## config.mk

```make
export PLATFORM = sky130hd
export DESIGN_NAME = regfile_keygate
export DESIGN_NICKNAME = d
export VERILOG_FILES = /design/src/rtl/regfile_keygate.sv
export SDC_FILE = /design/constraint.sdc
export NUM_CORES = 1
export LEC_CHECK = 0
export BUFFER_PORTS_ARGS = -buffer_cell sky130_fd_sc_hd__buf_2
export CORE_ASPECT_RATIO = 0.7
export CORE_MARGIN = 3
export CORE_UTILIZATION = 53
export CTS_BUF_LIST = sky130_fd_sc_hd__clkbuf_4
export DETAILED_ROUTE_END_ITERATION = 8
export PLACE_DENSITY = 0.74
export SLEW_MARGIN = 40
export SYNTH_ARGS = -nofsm -noshare
export SYNTH_HDL_FRONTEND = slang
export SYNTH_SLANG_ARGS = --single-unit
```

## constraint.sdc

```tcl
create_clock -name clk -period 2.1 [get_ports clk]
set_input_delay 0.21 -clock clk [delete_from_list [all_inputs] [get_ports clk]]
set_output_delay 0.21 -clock clk [all_outputs]
set_load 0.1 [all_outputs]
```

## src/rtl/regfile_keygate.sv

```systemverilog
module regfile_keygate #(
  parameter int          AW   = 8,
  parameter logic [31:0] KEY0 = 32'h83E7_0B13,
  parameter logic [31:0] KEY1 = 32'h95A4_F1E0,
  parameter int          NSCR = 3
) (
  input  logic          clk,
  input  logic          rst_n,
  input  logic [AW-1:0] bus_addr,
  input  logic          bus_we,
  input  logic [3:0]    bus_be,
  input  logic [31:0]   bus_wdata,
  output logic [31:0]   bus_rdata,
  output logic          unlocked,
  output logic          prot_we,
  output logic [31:0]   irq_en
);
  localparam logic [AW-1:0] OFS_IRQ  = AW'(8'h48);
  localparam logic [AW-1:0] OFS_SCR  = AW'(8'h60);
  localparam logic [AW-1:0] OFS_K0   = AW'(8'h6C);
  localparam logic [AW-1:0] OFS_K1   = AW'(8'h70);
  localparam logic [AW-1:0] OFS_TEND = AW'(8'h18);
  localparam logic [AW-1:0] OFS_CTRL = AW'(8'h40);
  localparam logic [AW-1:0] OFS_OSC  = AW'(8'h54);

  logic [31:0] kick0, kick1;
  logic [31:0] scr [NSCR];
  logic        key0_seen;
  logic [31:0] lane;

  wire full   = (bus_be == 4'hF);
  wire wr_k0  = bus_we && bus_addr == OFS_K0;
  wire wr_k1  = bus_we && bus_addr == OFS_K1;
  wire good0  = full && bus_wdata == KEY0;
  wire good1  = full && bus_wdata == KEY1;
  wire time_a = bus_addr <= OFS_TEND && bus_addr[1:0] == 2'b00;

  assign lane    = {{8{bus_be[3]}}, {8{bus_be[2]}}, {8{bus_be[1]}}, {8{bus_be[0]}}};
  assign prot_we = bus_we && unlocked && (time_a || bus_addr == OFS_CTRL || bus_addr == OFS_OSC);

  always_ff @(posedge clk or negedge rst_n) begin
    if (!rst_n) begin
      kick0     <= '0;
      kick1     <= '0;
      key0_seen <= 1'b0;
      unlocked  <= 1'b0;
    end else begin
      if (wr_k0) begin
        kick0     <= bus_wdata;
        key0_seen <= good0;
        if (!good0) unlocked <= 1'b0;
      end
      if (wr_k1) begin
        kick1    <= bus_wdata;
        unlocked <= good1 && key0_seen;
      end
    end
  end

  always_ff @(posedge clk or negedge rst_n) begin
    if (!rst_n) begin
      irq_en <= '0;
      for (int i = 0; i < NSCR; i++) scr[i] <= '0;
    end else if (bus_we && unlocked) begin
      if (bus_addr == OFS_IRQ) irq_en <= (irq_en & ~lane) | (bus_wdata & lane);
      for (int i = 0; i < NSCR; i++)
        if (bus_addr == OFS_SCR + AW'(4 * i)) scr[i] <= (scr[i] & ~lane) | (bus_wdata & lane);
    end
  end

  always_comb begin
    bus_rdata = '0;
    if (bus_addr == OFS_K0)  bus_rdata = kick0;
    if (bus_addr == OFS_K1)  bus_rdata = kick1;
    if (bus_addr == OFS_IRQ) bus_rdata = irq_en;
    for (int i = 0; i < NSCR; i++)
      if (bus_addr == OFS_SCR + AW'(4 * i)) bus_rdata = scr[i];
  end

  a_r2_rise_needs_key1: assert property (@(posedge clk) disable iff (!rst_n)
    $rose(unlocked) |-> $past(bus_we && bus_addr == OFS_K1 && bus_wdata == KEY1 && bus_be == 4'hF));

  a_r4_bad_kick_locks: assert property (@(posedge clk) disable iff (!rst_n)
    (bus_we && (bus_addr == OFS_K0 || bus_addr == OFS_K1) &&
     !(bus_be == 4'hF && (bus_wdata == KEY0 || bus_wdata == KEY1))) |=> !unlocked);

  a_r6_locked_scratch_hold: assert property (@(posedge clk) disable iff (!rst_n)
    !unlocked |=> $stable(scr[0]) && $stable(scr[NSCR-1]));

  a_r7_locked_irq_hold: assert property (@(posedge clk) disable iff (!rst_n)
    !unlocked |=> $stable(irq_en));

  a_r8_strobe_gated: assert property (@(posedge clk) disable iff (!rst_n)
    prot_we |-> unlocked && bus_we);

  a_r3_no_unlock_from_k0: assert property (@(posedge clk) disable iff (!rst_n)
    (bus_we && bus_addr == OFS_K0 && !unlocked) |=> !unlocked);
endmodule

```

==> flow_summary.toml <==
[die]
pin_count = 113
core_area_sq_um = 16500
die_y_microns = 116
initial_core_util = 0.549
die_area_sq_um = 18800
row_count = 39
die_x_microns = 162

[synth]
synth_cell_types = 48
syn_inst = 711
synthMuxAreaShare = 0.272
synth_ff_type = "dfrtp_1"
synth_compound_area_frac = 0.0968
synth_edf_count = 0
synth-simple-area-share = 0.0759
ys_ff_latch = 194
yosys_warnings = 0
synth_fa_ha_area_frac = 0
ys_seq_area_frac = 0.534
synth_top_family_by_area = "multiplexers"
syn_avg_cell_area_sq_um = 12.8
synthXorXnorAreaFrac = 0.000964
syn-num-nets = 758
netlist_area_sq_um = 9090
async_flop_share = 1.00

[drt]
vias = 7164
drc = 0
drt_first_pass_iters = 5
drt_wl_total_microns = 28000
drt_iter0_markers = 701
via_per_inst = 6.17
ant_nets = 0
wl_per_cell_microns = 24.1

[timing]
finClkSkew_ns = 0.0157
setup_viol = 15
post-route-period-util = 1.05
fmax_ghz = 0.452
rsz0062_at_grt = "true"
finalWorstSetupSlack_ns = -0.114
slew_violations = 0
whs_ns = 0.0590
fin_crit_ns = 2.21
hold_viol_final = 0
max_slew_margin = 0.649
tightest_slew_ns = 0.520

[pwr]
power.share.switching = 0.255
p_switching_mw = 1.77
cellInternalPower_mw = 5.17
cellPowerDensity_nw_per_um2 = 555
irDropWorstVdd_uv = 381
pwr-share-comb = 0.099
pwr-share-seq = 0.552
p_leak_nw = 5.98
clkPwrFrac = 0.349

[cts]
htree_levels = 4
numCtsBuffers = 17
cts_buffer_depth = 2
cts-root-buf = "clkbuf_4"
clock_latency_ns = 0.59
path_clk_slew_ns = 0.16
clkSinkCount = 194
tritoncts = "yes"

[placed_design]
dp_cells = 1079
place_congestion = 0.914
dp_hpwl_microns = 19200
port_buffers = 112

[critical_path]
crit_top_cell = "buf_6"
required_ns = 1.89
rr_worst_depth = 4
reg2reg_setup_slack_ns = 0.48
path_max_fanout = 4
r2r-start = "unlocked"
endpoint_kind = "primary output"
path_class = "in -> out"
worstPathBufferInverterCount = 3
setup.worst_path.start_class = "primary input"
critical_path.max_stage_delay_ns = 0.59
cp.arrival_ns = 2.00
path_delay_family = "simple AND/OR/NAND/NOR gates"
cp_cell_sequence = "buf_6 > or4b_4 > buf_6 > nor4_4 > a211oi_2 > a22oi_2 > buf_12"
slowest_stage = "or4b_4"

[global_routing]
gr-usage-all-layers = 0.298
grt_pass1_vias = 7472
grt-ovfl-total = 0
grt_max_degree = 62
grt_pass1_wl_microns = 42400
grt_antenna_before_repair = 0

[hold_path]
hold_path.class = "in -> async"

[run_status]
status = "complete, but fails checks"
violations = "setup timing"

[flow_run]
max-cap-violations = 0

[final_layout]
layout.nets = 971
finalNonFillerCells = 1161
area_delta_synth_final_pct = 37.7
drive_gt1_frac = 0.591
diodes = 0
power groups by stage:
stage	Clock, mW	Combinational [mW]	Sequential (mW)
4_1_cts	2.44	0.641	3.83
3_3_place_gp	0	0.555	3.89
5_1_grt	2.59	0.729	3.84
6_report	2.43	0.684	3.83
2_1_floorplan	0	0.243	3.89
3_5_place_dp	0	0.573	3.90
final cells by class:
cell class              count  area, sq um
inverters                   4         15.0
flip-flops and latches    194         4860
clock inverters            13          219
well taps                 225          282
multi-input cells         472         4730
repair buffers            235         2270
fillers                  1025         4030
clock buffers              18          135
what timing repair did:
item                                    4_1_cts  5_1_grt
setup buffers                                 9       10
endpoints found under the hold margin       366        0
endpoints found under the setup margin       30       32
pin swaps                                    24       32
gates cloned                                  1        0
hold buffers                                 32        0
gates resized for setup                      38       55
cells in the final DEF (no fill, tap or decap), types with 4 or more instances in the layout:
| cell | count |
|---|---|
| a21oi_1 | 7 |
| a21oi_2 | 9 |
| a22o_1 | 4 |
| a22oi_1 | 6 |
| a22oi_2 | 20 |
| and3_1 | 8 |
| and4b_1 | 4 |
| buf_12 | 43 |
| buf_2 | 74 |
| buf_4 | 67 |
| buf_6 | 18 |
| bufinv_16 | 5 |
| clkbuf_4 | 18 |
| dfrtp_1 | 189 |
| dfrtp_2 | 5 |
| dlygate4sd3_1 | 32 |
| inv_6 | 4 |
| mux2_2 | 194 |
| mux2i_1 | 15 |
| mux4_2 | 6 |
| nand2_1 | 33 |
| nand2_2 | 17 |
| nor2_1 | 10 |
| nor2_4 | 4 |
| nor4bb_1 | 5 |
| o21a_4 | 14 |
| o21ai_0 | 20 |
| o21ai_4 | 6 |
| o22ai_1 | 12 |
| o22ai_2 | 12 |
worst max path at each step:
stage,startpoint,to,slack [ns],cells after the start
global route,bus_addr[2],bus_rdata[7],-0.14,7
CTS,bus_addr[2],bus_rdata[2],-0.10,9
global placement,bus_addr[1],bus_rdata[6],-0.13,8
floorplan,bus_addr[1],bus_rdata[7],-0.40,5
detailed placement,bus_addr[1],bus_rdata[2],-0.20,8
finish,bus_addr[2],bus_rdata[7],-0.11,7
Yosys cell counts, types with 2 or more instances:
library cell,instances,area share
a21oi_1,18,0.0099
nor4_2,2,0.0028
or4_1,2,0.0017
or2_2,3,0.0021
nor2_1,16,0.0066
a22o_1,5,0.0048
nor4_1,2,0.0014
o22ai_1,26,0.018
buf_2,12,0.0066
mux2_2,194,0.24
and4_1,2,0.0019
nand2_2,8,0.0055
a22oi_1,26,0.021
nor3_1,3,0.0017
inv_1,3,0.0012
buf_1,2,0.00083
nor3b_1,2,0.0017
o22a_1,2,0.0019
nand2b_1,4,0.0028
nand3b_1,2,0.0017
dfrtp_1,194,0.53
nor4bb_1,5,0.0055
nand3_1,4,0.0022
o21ai_0,28,0.015
a31oi_1,3,0.0021
o32ai_1,2,0.0019
o21a_1,14,0.012
nand4_1,3,0.0021
clkbuf_1,27,0.011
and4b_1,4,0.0044
and3_1,8,0.0055
nand2_1,42,0.017
a211oi_1,5,0.0041
mux2i_1,15,0.017
a221oi_1,5,0.0048
mux4_2,6,0.015
per-stage QoR:
step           power (mW)  setup WS [ns]  setup TNS (ns)  instance area (sq um)   util
2_1_floorplan        4.13         -0.403           -1.22                   9440      -
3_5_place_dp         4.47         -0.205           -7.76                  11300  0.680
4_1_cts              6.91         -0.102           -1.31                  12200  0.738
5_1_grt              7.16         -0.143           -1.53                  12500  0.756
6_report             6.94         -0.114          -0.677                  12500  0.756
3_3_place_gp         4.44         -0.135           -5.54                  11300  0.680
kinds of logic after synthesis:
family                    after synthesis
DFF                                   194
and+or+nand+nor                       121
buffers and inverters                  45
muxes                                 215
xor gates and xnor gates                1
AOI/OAI and AO/OA                     135
layer usage:
| metal | wire [microns] | share of wire | global-route usage | vias to the layer above |
|---|---|---|---|---|
| met3 | 2270 | 0.081 | 0.0850 | 43 |
| met4 | 505 | 0.018 | 0.0790 | 0 |
| met1 | 12300 | 0.44 | 0.419 | 3698 |
| li1 | - | - | - | 3094 |
| met2 | 12900 | 0.46 | 0.463 | 329 |
| met5 | 0 | 0 | 0 | - |
(Power assumes the default switching activity.)
